### src/rtl/intc_pkg.sv
package intc_pkg;
  localparam int DATA_W = 32;
  localparam int ADDR_W = 12;
  localparam int NUM_OFS = 16;
  localparam int PRIO_W = 2;

  localparam logic [ADDR_W-1:0] A_SET_EN   = 12'h100;
  localparam logic [ADDR_W-1:0] A_CLR_EN   = 12'h180;
  localparam logic [ADDR_W-1:0] A_SET_PEND = 12'h200;
  localparam logic [ADDR_W-1:0] A_CLR_PEND = 12'h280;
  localparam logic [ADDR_W-1:0] A_PRIO     = 12'h400;
endpackage

### src/rtl/intc_regs.sv
module intc_regs
  import intc_pkg::*;
#(
  parameter int N_LINES = 32
) (
  input  logic                      clk_i,
  input  logic                      rst_ni,
  input  logic                      we_i,
  input  logic [ADDR_W-1:0]         addr_i,
  input  logic [DATA_W-1:0]         wdata_i,
  output logic [DATA_W-1:0]         rdata_o,
  input  logic [N_LINES-1:0]        irq_i,
  input  logic [N_LINES-1:0]        hw_clr_i,
  output logic [N_LINES-1:0]        en_o,
  output logic [N_LINES-1:0]        pend_o,
  output logic [N_LINES*PRIO_W-1:0] prio_o
);
  localparam int N_WORDS = N_LINES / 4;

  logic [N_LINES-1:0] irq_q, rise, wmask;
  logic [N_LINES-1:0] en_set, en_clr, pd_set, pd_clr;
  logic [PRIO_W-1:0]  prio_q [N_LINES];

  assign wmask  = wdata_i[N_LINES-1:0];
  assign rise   = irq_i & ~irq_q;
  assign en_set = (we_i && addr_i == A_SET_EN) ? wmask : '0;
  assign en_clr = (we_i && addr_i == A_CLR_EN) ? wmask : '0;
  assign pd_set = rise | ((we_i && addr_i == A_SET_PEND) ? wmask : '0);
  assign pd_clr = hw_clr_i | ((we_i && addr_i == A_CLR_PEND) ? wmask : '0);

  always_ff @(posedge clk_i or negedge rst_ni) begin
    if (!rst_ni) begin
      irq_q  <= '0;
      en_o   <= '0;
      pend_o <= '0;
    end else begin
      irq_q  <= irq_i;
      en_o   <= (en_o | en_set) & ~en_clr;
      pend_o <= (pend_o | pd_set) & ~pd_clr;  // clear wins
    end
  end

  for (genvar w = 0; w < N_WORDS; w++) begin : g_word
    localparam logic [ADDR_W-1:0] WADDR = A_PRIO + ADDR_W'(4 * w);
    for (genvar j = 0; j < 4; j++) begin : g_lane
      always_ff @(posedge clk_i or negedge rst_ni) begin
        if (!rst_ni) prio_q[4*w+j] <= '0;
        else if (we_i && addr_i == WADDR) prio_q[4*w+j] <= wdata_i[8*j+7 -: PRIO_W];
      end
      assign prio_o[(4*w+j)*PRIO_W +: PRIO_W] = prio_q[4*w+j];
    end
  end

  always_comb begin
    rdata_o = '0;
    if (addr_i == A_SET_EN || addr_i == A_CLR_EN) rdata_o = DATA_W'(en_o);
    else if (addr_i == A_SET_PEND || addr_i == A_CLR_PEND) rdata_o = DATA_W'(pend_o);
    else begin
      for (int w = 0; w < N_WORDS; w++) begin
        if (addr_i == A_PRIO + ADDR_W'(4 * w)) begin
          for (int j = 0; j < 4; j++) rdata_o[8*j+7 -: PRIO_W] = prio_q[4*w+j];
        end
      end
    end
  end

  AST_SET_EN: assert property (@(posedge clk_i) disable iff (!rst_ni)
    (we_i && addr_i == A_SET_EN) |=> ((en_o & $past(wmask)) == $past(wmask)))
    else $error("set-enable");
  AST_CLR_PEND: assert property (@(posedge clk_i) disable iff (!rst_ni)
    (we_i && addr_i == A_CLR_PEND) |=> ((pend_o & $past(wmask)) == '0))
    else $error("clear-pending");
  AST_EDGE_SETS: assert property (@(posedge clk_i) disable iff (!rst_ni)
    (rise != '0 && pd_clr == '0) |=> ((pend_o & $past(rise)) == $past(rise)))
    else $error("edge set");
endmodule

### src/rtl/intc_resolver.sv
module intc_resolver
  import intc_pkg::*;
#(
  parameter int N_LINES = 32,
  localparam int IDX_W  = $clog2(N_LINES)
) (
  input  logic [N_LINES-1:0]        req_i,
  input  logic [N_LINES*PRIO_W-1:0] prio_i,
  output logic                      vld_o,
  output logic [IDX_W-1:0]          idx_o
);
  typedef struct packed {
    logic              vld;
    logic [PRIO_W-1:0] prio;
    logic [IDX_W-1:0]  idx;
  } node_t;

  // heap layout: node i has children 2i+1 (lower lines) and 2i+2
  node_t node [2*N_LINES-1];

  for (genvar n = 0; n < N_LINES; n++) begin : g_leaf
    assign node[N_LINES-1+n] = '{vld: req_i[n], prio: prio_i[n*PRIO_W +: PRIO_W],
                                 idx: IDX_W'(n)};
  end

  for (genvar i = 0; i < N_LINES-1; i++) begin : g_node
    node_t lo, hi;
    assign lo = node[2*i+1];
    assign hi = node[2*i+2];
    // right side only wins on a strictly better priority: ties go to lower line
    assign node[i] = (hi.vld && (!lo.vld || hi.prio < lo.prio)) ? hi : lo;
  end

  assign vld_o = node[0].vld;
  assign idx_o = node[0].vld ? node[0].idx : '0;

  AST_WIN_REQ: assert final (!vld_o || req_i[idx_o])
    else $error("winner not requesting");
endmodule

### src/rtl/prio_intc.sv
module prio_intc
  import intc_pkg::*;
#(
  parameter int N_LINES = 32,
  localparam int IDX_W  = $clog2(N_LINES),
  localparam int NUM_W  = $clog2(N_LINES + NUM_OFS)
) (
  input  logic               clk_i,
  input  logic               rst_ni,
  input  logic               we_i,
  input  logic [ADDR_W-1:0]  addr_i,
  input  logic [DATA_W-1:0]  wdata_i,
  output logic [DATA_W-1:0]  rdata_o,
  input  logic [N_LINES-1:0] irq_i,
  input  logic               ack_i,
  input  logic               eoi_i,
  output logic [NUM_W-1:0]   pend_num_o,
  output logic               pend_any_o,
  output logic [NUM_W-1:0]   active_num_o,
  output logic               active_vld_o
);
  logic [N_LINES-1:0]        en, pend, hw_clr;
  logic [N_LINES*PRIO_W-1:0] prio;
  logic                      win_vld, ack_take;
  logic [IDX_W-1:0]          win_idx;

  intc_regs #(.N_LINES(N_LINES)) u_regs (
    .clk_i, .rst_ni, .we_i, .addr_i, .wdata_i, .rdata_o, .irq_i,
    .hw_clr_i(hw_clr), .en_o(en), .pend_o(pend), .prio_o(prio)
  );

  intc_resolver #(.N_LINES(N_LINES)) u_res (
    .req_i(en & pend), .prio_i(prio), .vld_o(win_vld), .idx_o(win_idx)
  );

  assign pend_any_o = win_vld;
  assign pend_num_o = win_vld ? NUM_W'(win_idx) + NUM_W'(NUM_OFS) : '0;
  assign ack_take   = ack_i && win_vld && !active_vld_o;
  assign hw_clr     = ack_take ? (N_LINES'(1) << win_idx) : '0;

  always_ff @(posedge clk_i or negedge rst_ni) begin
    if (!rst_ni) begin
      active_vld_o <= 1'b0;
      active_num_o <= '0;
    end else if (ack_take) begin
      active_vld_o <= 1'b1;
      active_num_o <= pend_num_o;
    end else if (eoi_i) begin
      active_vld_o <= 1'b0;
      active_num_o <= '0;
    end
  end

  AST_NUM_RANGE: assert property (@(posedge clk_i) disable iff (!rst_ni)
    pend_any_o |-> (pend_num_o >= NUM_W'(NUM_OFS)))
    else $error("number range");
  AST_ANY_MATCH: assert property (@(posedge clk_i) disable iff (!rst_ni)
    pend_any_o == ((en & pend) != '0))
    else $error("pending flag");
  AST_ACK_CLEARS: assert property (@(posedge clk_i) disable iff (!rst_ni)
    ack_take |=> !pend[$past(win_idx)])
    else $error("ack clear");
  AST_ACTIVE_HOLD: assert property (@(posedge clk_i) disable iff (!rst_ni)
    (active_vld_o && !eoi_i) |=> (active_vld_o && $stable(active_num_o)))
    else $error("active hold");
endmodule

### config.mk
export PLATFORM = sky130hd
export DESIGN_NAME = prio_intc
export DESIGN_NICKNAME = d
export VERILOG_FILES = /design/src/rtl/intc_pkg.sv /design/src/rtl/intc_regs.sv /design/src/rtl/intc_resolver.sv /design/src/rtl/prio_intc.sv
export SDC_FILE = /design/constraint.sdc
export NUM_CORES = 1
export LEC_CHECK = 0
export ABC_AREA = 1
export CAP_MARGIN = 20
export CORE_MARGIN = 3
export CORE_UTILIZATION = 45
export CTS_CLUSTER_DIAMETER = 30
export DETAILED_ROUTE_END_ITERATION = 10
export DONT_BUFFER_PORTS = 1
export PLACE_DENSITY_LB_ADDON = 0.15
export SLEW_MARGIN = 20
export SYNTH_ARGS = -nofsm -noshare
export SYNTH_HDL_FRONTEND = slang
export SYNTH_HIERARCHICAL = 1
export SYNTH_SLANG_ARGS = --single-unit
### constraint.sdc
create_clock -name clk_i -period 10.51 [get_ports clk_i]
set_input_delay 3.153 -clock clk_i [delete_from_list [all_inputs] [get_ports clk_i]]
set_output_delay 3.153 -clock clk_i [all_outputs]
set_load 0.005 [all_outputs]
==> metrics.txt <==
outcome complete, no violations; Worst R2R Path Depth 40; Initial DRC Count 853; total wire length 33,300 um; RSZ-0062 raised after global routing no; Inserted Clock Buffers 17; commonest non-fill, non-tap cell in the layout nand2_1; Worst-path clk slew 0.07 ns; R2R Path Start u_regs/prio_o[13]$_DFFE_PN0P_; Die X-Extent 162 um; Data arrival, critical path 5.52 ns; most frequent cells in the layout nand2_1, inv_1, dfrtp_1, o21ai_0, nor2_1; largest net degree at the start of global routing 168; CTS Buffer Depth 2; Slew headroom 29.3%; post-DP HPWL 24,500 um; wire per inst 17.5 um; Peak VDD IR 384 uV; ANT nets after route 0; syn avg cell area 6.89 um2; Hold Worst Slack 0.521 ns; chip height 162 um; synthesized flop and latch total 167; Nets 1,684; # DRC 0; first-pass GRT wire length 52,500 um; routed vias 9,863; Antenna Diode Count 0; Worst path most repeated cell nand2_1; Slowest cell on crit path dfrtp_1; f_max 115 MHz; Synth area leaders dfrtp_1, nand2_1, inv_1; actual slew at the worst max-slew pin 1.05 ns; Ys Warns 6; max incr delay on CP 0.37 ns; row count 56; dpl ws 2.33 ns; PortBufs 0; I/O Pins 127; via/cell ratio 5.18; crit path capture pend_num_o[2]; initial antenna violation count 0; placed instance count 1,872; element type at the critical path end output pin; Post-Syn Area 0.0110 mm2; Starting Density 46.3%; HP Class reg2reg; CP Class reg2out; Synth Net Count 1,704; placed cell area 0.0112 mm2; period utilization 82.5%; sequential area share after synthesis 38.1%; Finish-stage setup viols 0; clk_lat worst skew 0.44 ns; Slew Viols, Final 0; Synth Instances 1,592; Setup Skew 0.0135 ns; full die area 0.0263 mm2; Worst Setup Start Kind flop; fin cells 1,904; Max FO, Critical Path 11; Post-CTS Setup Repair Bufs 0; Finished Cell Area 0.0117 mm2; Tmin final 8.67 ns; Leakage 0.00582 uW; post-synth top area share 38.1%; routability cong. 0.893; CP required 7.36 ns; number of global-route vias before repair 9,263; post-synthesis cell type count 36; router iterations before antenna repair 5; htree depth 4; CTS tree yes; Resized cells post-CTS 0; critical path startpoint u_regs/prio_o[13]$_DFFE_PN0P_; Hold-fix buffers, CTS 0; R2R setup slack 4.73 ns; Root Driver clkbuf_16; Max Cap Violations 0; leading area contributor after synthesis dfrtp_1; setup TNS 0 ns; Core ar. 0.0237 mm2; share of layout cells above drive strength 1 9.27%; Final Hold Vio Count 0; area delta synth->final 7.10%; PD cells 211 mW/mm2; capturing point of the worst reg2reg path u_regs/pend_o[6]$_DFF_PN0_; GR Overflow Total 0; final worst setup slack 1.84 ns; clock sink total 167; Overall Global Routing Usage 25.7%
cells in the mapped netlist, drive strengths merged:
| cell type | n |
|---|---|
| and3 | 1 |
| o22ai | 6 |
| nand3b | 7 |
| o211ai | 2 |
| nor3 | 7 |
| inv | 304 |
| nand2 | 487 |
| a31oi | 4 |
| nor2 | 148 |
| or2 | 17 |
| ha | 31 |
| nand4 | 17 |
| nor3b | 1 |
| o21ai | 190 |
| a21oi | 40 |
| buf | 26 |
| dfrtp | 167 |
| o2111ai | 2 |
| clkbuf | 17 |
| nand3 | 85 |
| a211oi | 32 |
| clkinv | 1 |
through the flow:
| stage | utilization [%] | power (uW) |
|---|---|---|
| after floorplan | - | 1640 |
| after detailed placement | 47.1 | 1840 |
| final | 49.6 | 2480 |
| after global routing | 49.6 | 2650 |
| after global placement | 47.1 | 1820 |
| after CTS | 49.6 | 2470 |
cells by family after synthesis:
family | count (synthesis) | share of synthesized area, %
DFF | 167 | 38.1
buffers and inverters | 348 | 12.6
and+or+nand+nor | 770 | 30.7
adders and majority gates | 31 | 3.54
AOI/OAI and AO/OA | 276 | 15.0
worst min path at each step:
stage	from	to	slack [ns]	depth (start not counted)
after CTS	u_regs/prio_o[49]$_DFFE_PN0P_	u_regs/prio_o[49]$_DFFE_PN0P_	0.52	2
after detailed placement	u_regs/prio_o[49]$_DFFE_PN0P_	u_regs/prio_o[49]$_DFFE_PN0P_	0.51	2
final	u_regs/prio_o[9]$_DFFE_PN0P_	u_regs/prio_o[9]$_DFFE_PN0P_	0.52	2
after global routing	u_regs/prio_o[53]$_DFFE_PN0P_	u_regs/prio_o[53]$_DFFE_PN0P_	0.55	2
after floorplan	u_regs/prio_o[17]$_DFFE_PN0P_	u_regs/prio_o[17]$_DFFE_PN0P_	0.47	2
after global placement	u_regs/prio_o[9]$_DFFE_PN0P_	u_regs/prio_o[9]$_DFFE_PN0P_	0.49	2
worst max-delay path, delay by kind of cell, from the launching register on:
kind / cells / cell delay (ns)
simple gates: 24 / 1.72
fa+ha+maj: 5 / 1.47
compound gates: 4 / 1.01
buf+inv: 4 / 0.51
flops: 1 / 0.37
final cells by class:
cell class,count,area (um2)
fillers,2432,11900
multi-input cells,1077,5410
flip-flops and latches,167,4180
inverters,305,1150
clock buffers,17,425
well taps,319,399
clock inverters,15,154
repair buffers,4,30.0
layer usage:
layer  track usage (%)  routed length (um)  up-vias
li1                  -                   -     4929
met1              36.3               14700     4539
met2              39.5               15000      345
met3              6.55                2920       50
met4              6.86                 654        0
met5                 0                   0        -
flip-flops by register name, indices dropped and copies added (netlist names):
register	count
active_num_o	6
active_vld_o	1
u_regs/en_o	32
u_regs/irq_q	32
u_regs/pend_o	32
u_regs/prio_o	64
where the power goes:
group	total (uW)	switching, uW	internal [uW]
clock network	631	313	318
registers	713	29.4	683
logic	1130	827	307
total	2480	1170	1310
(Power assumes the default switching activity.)
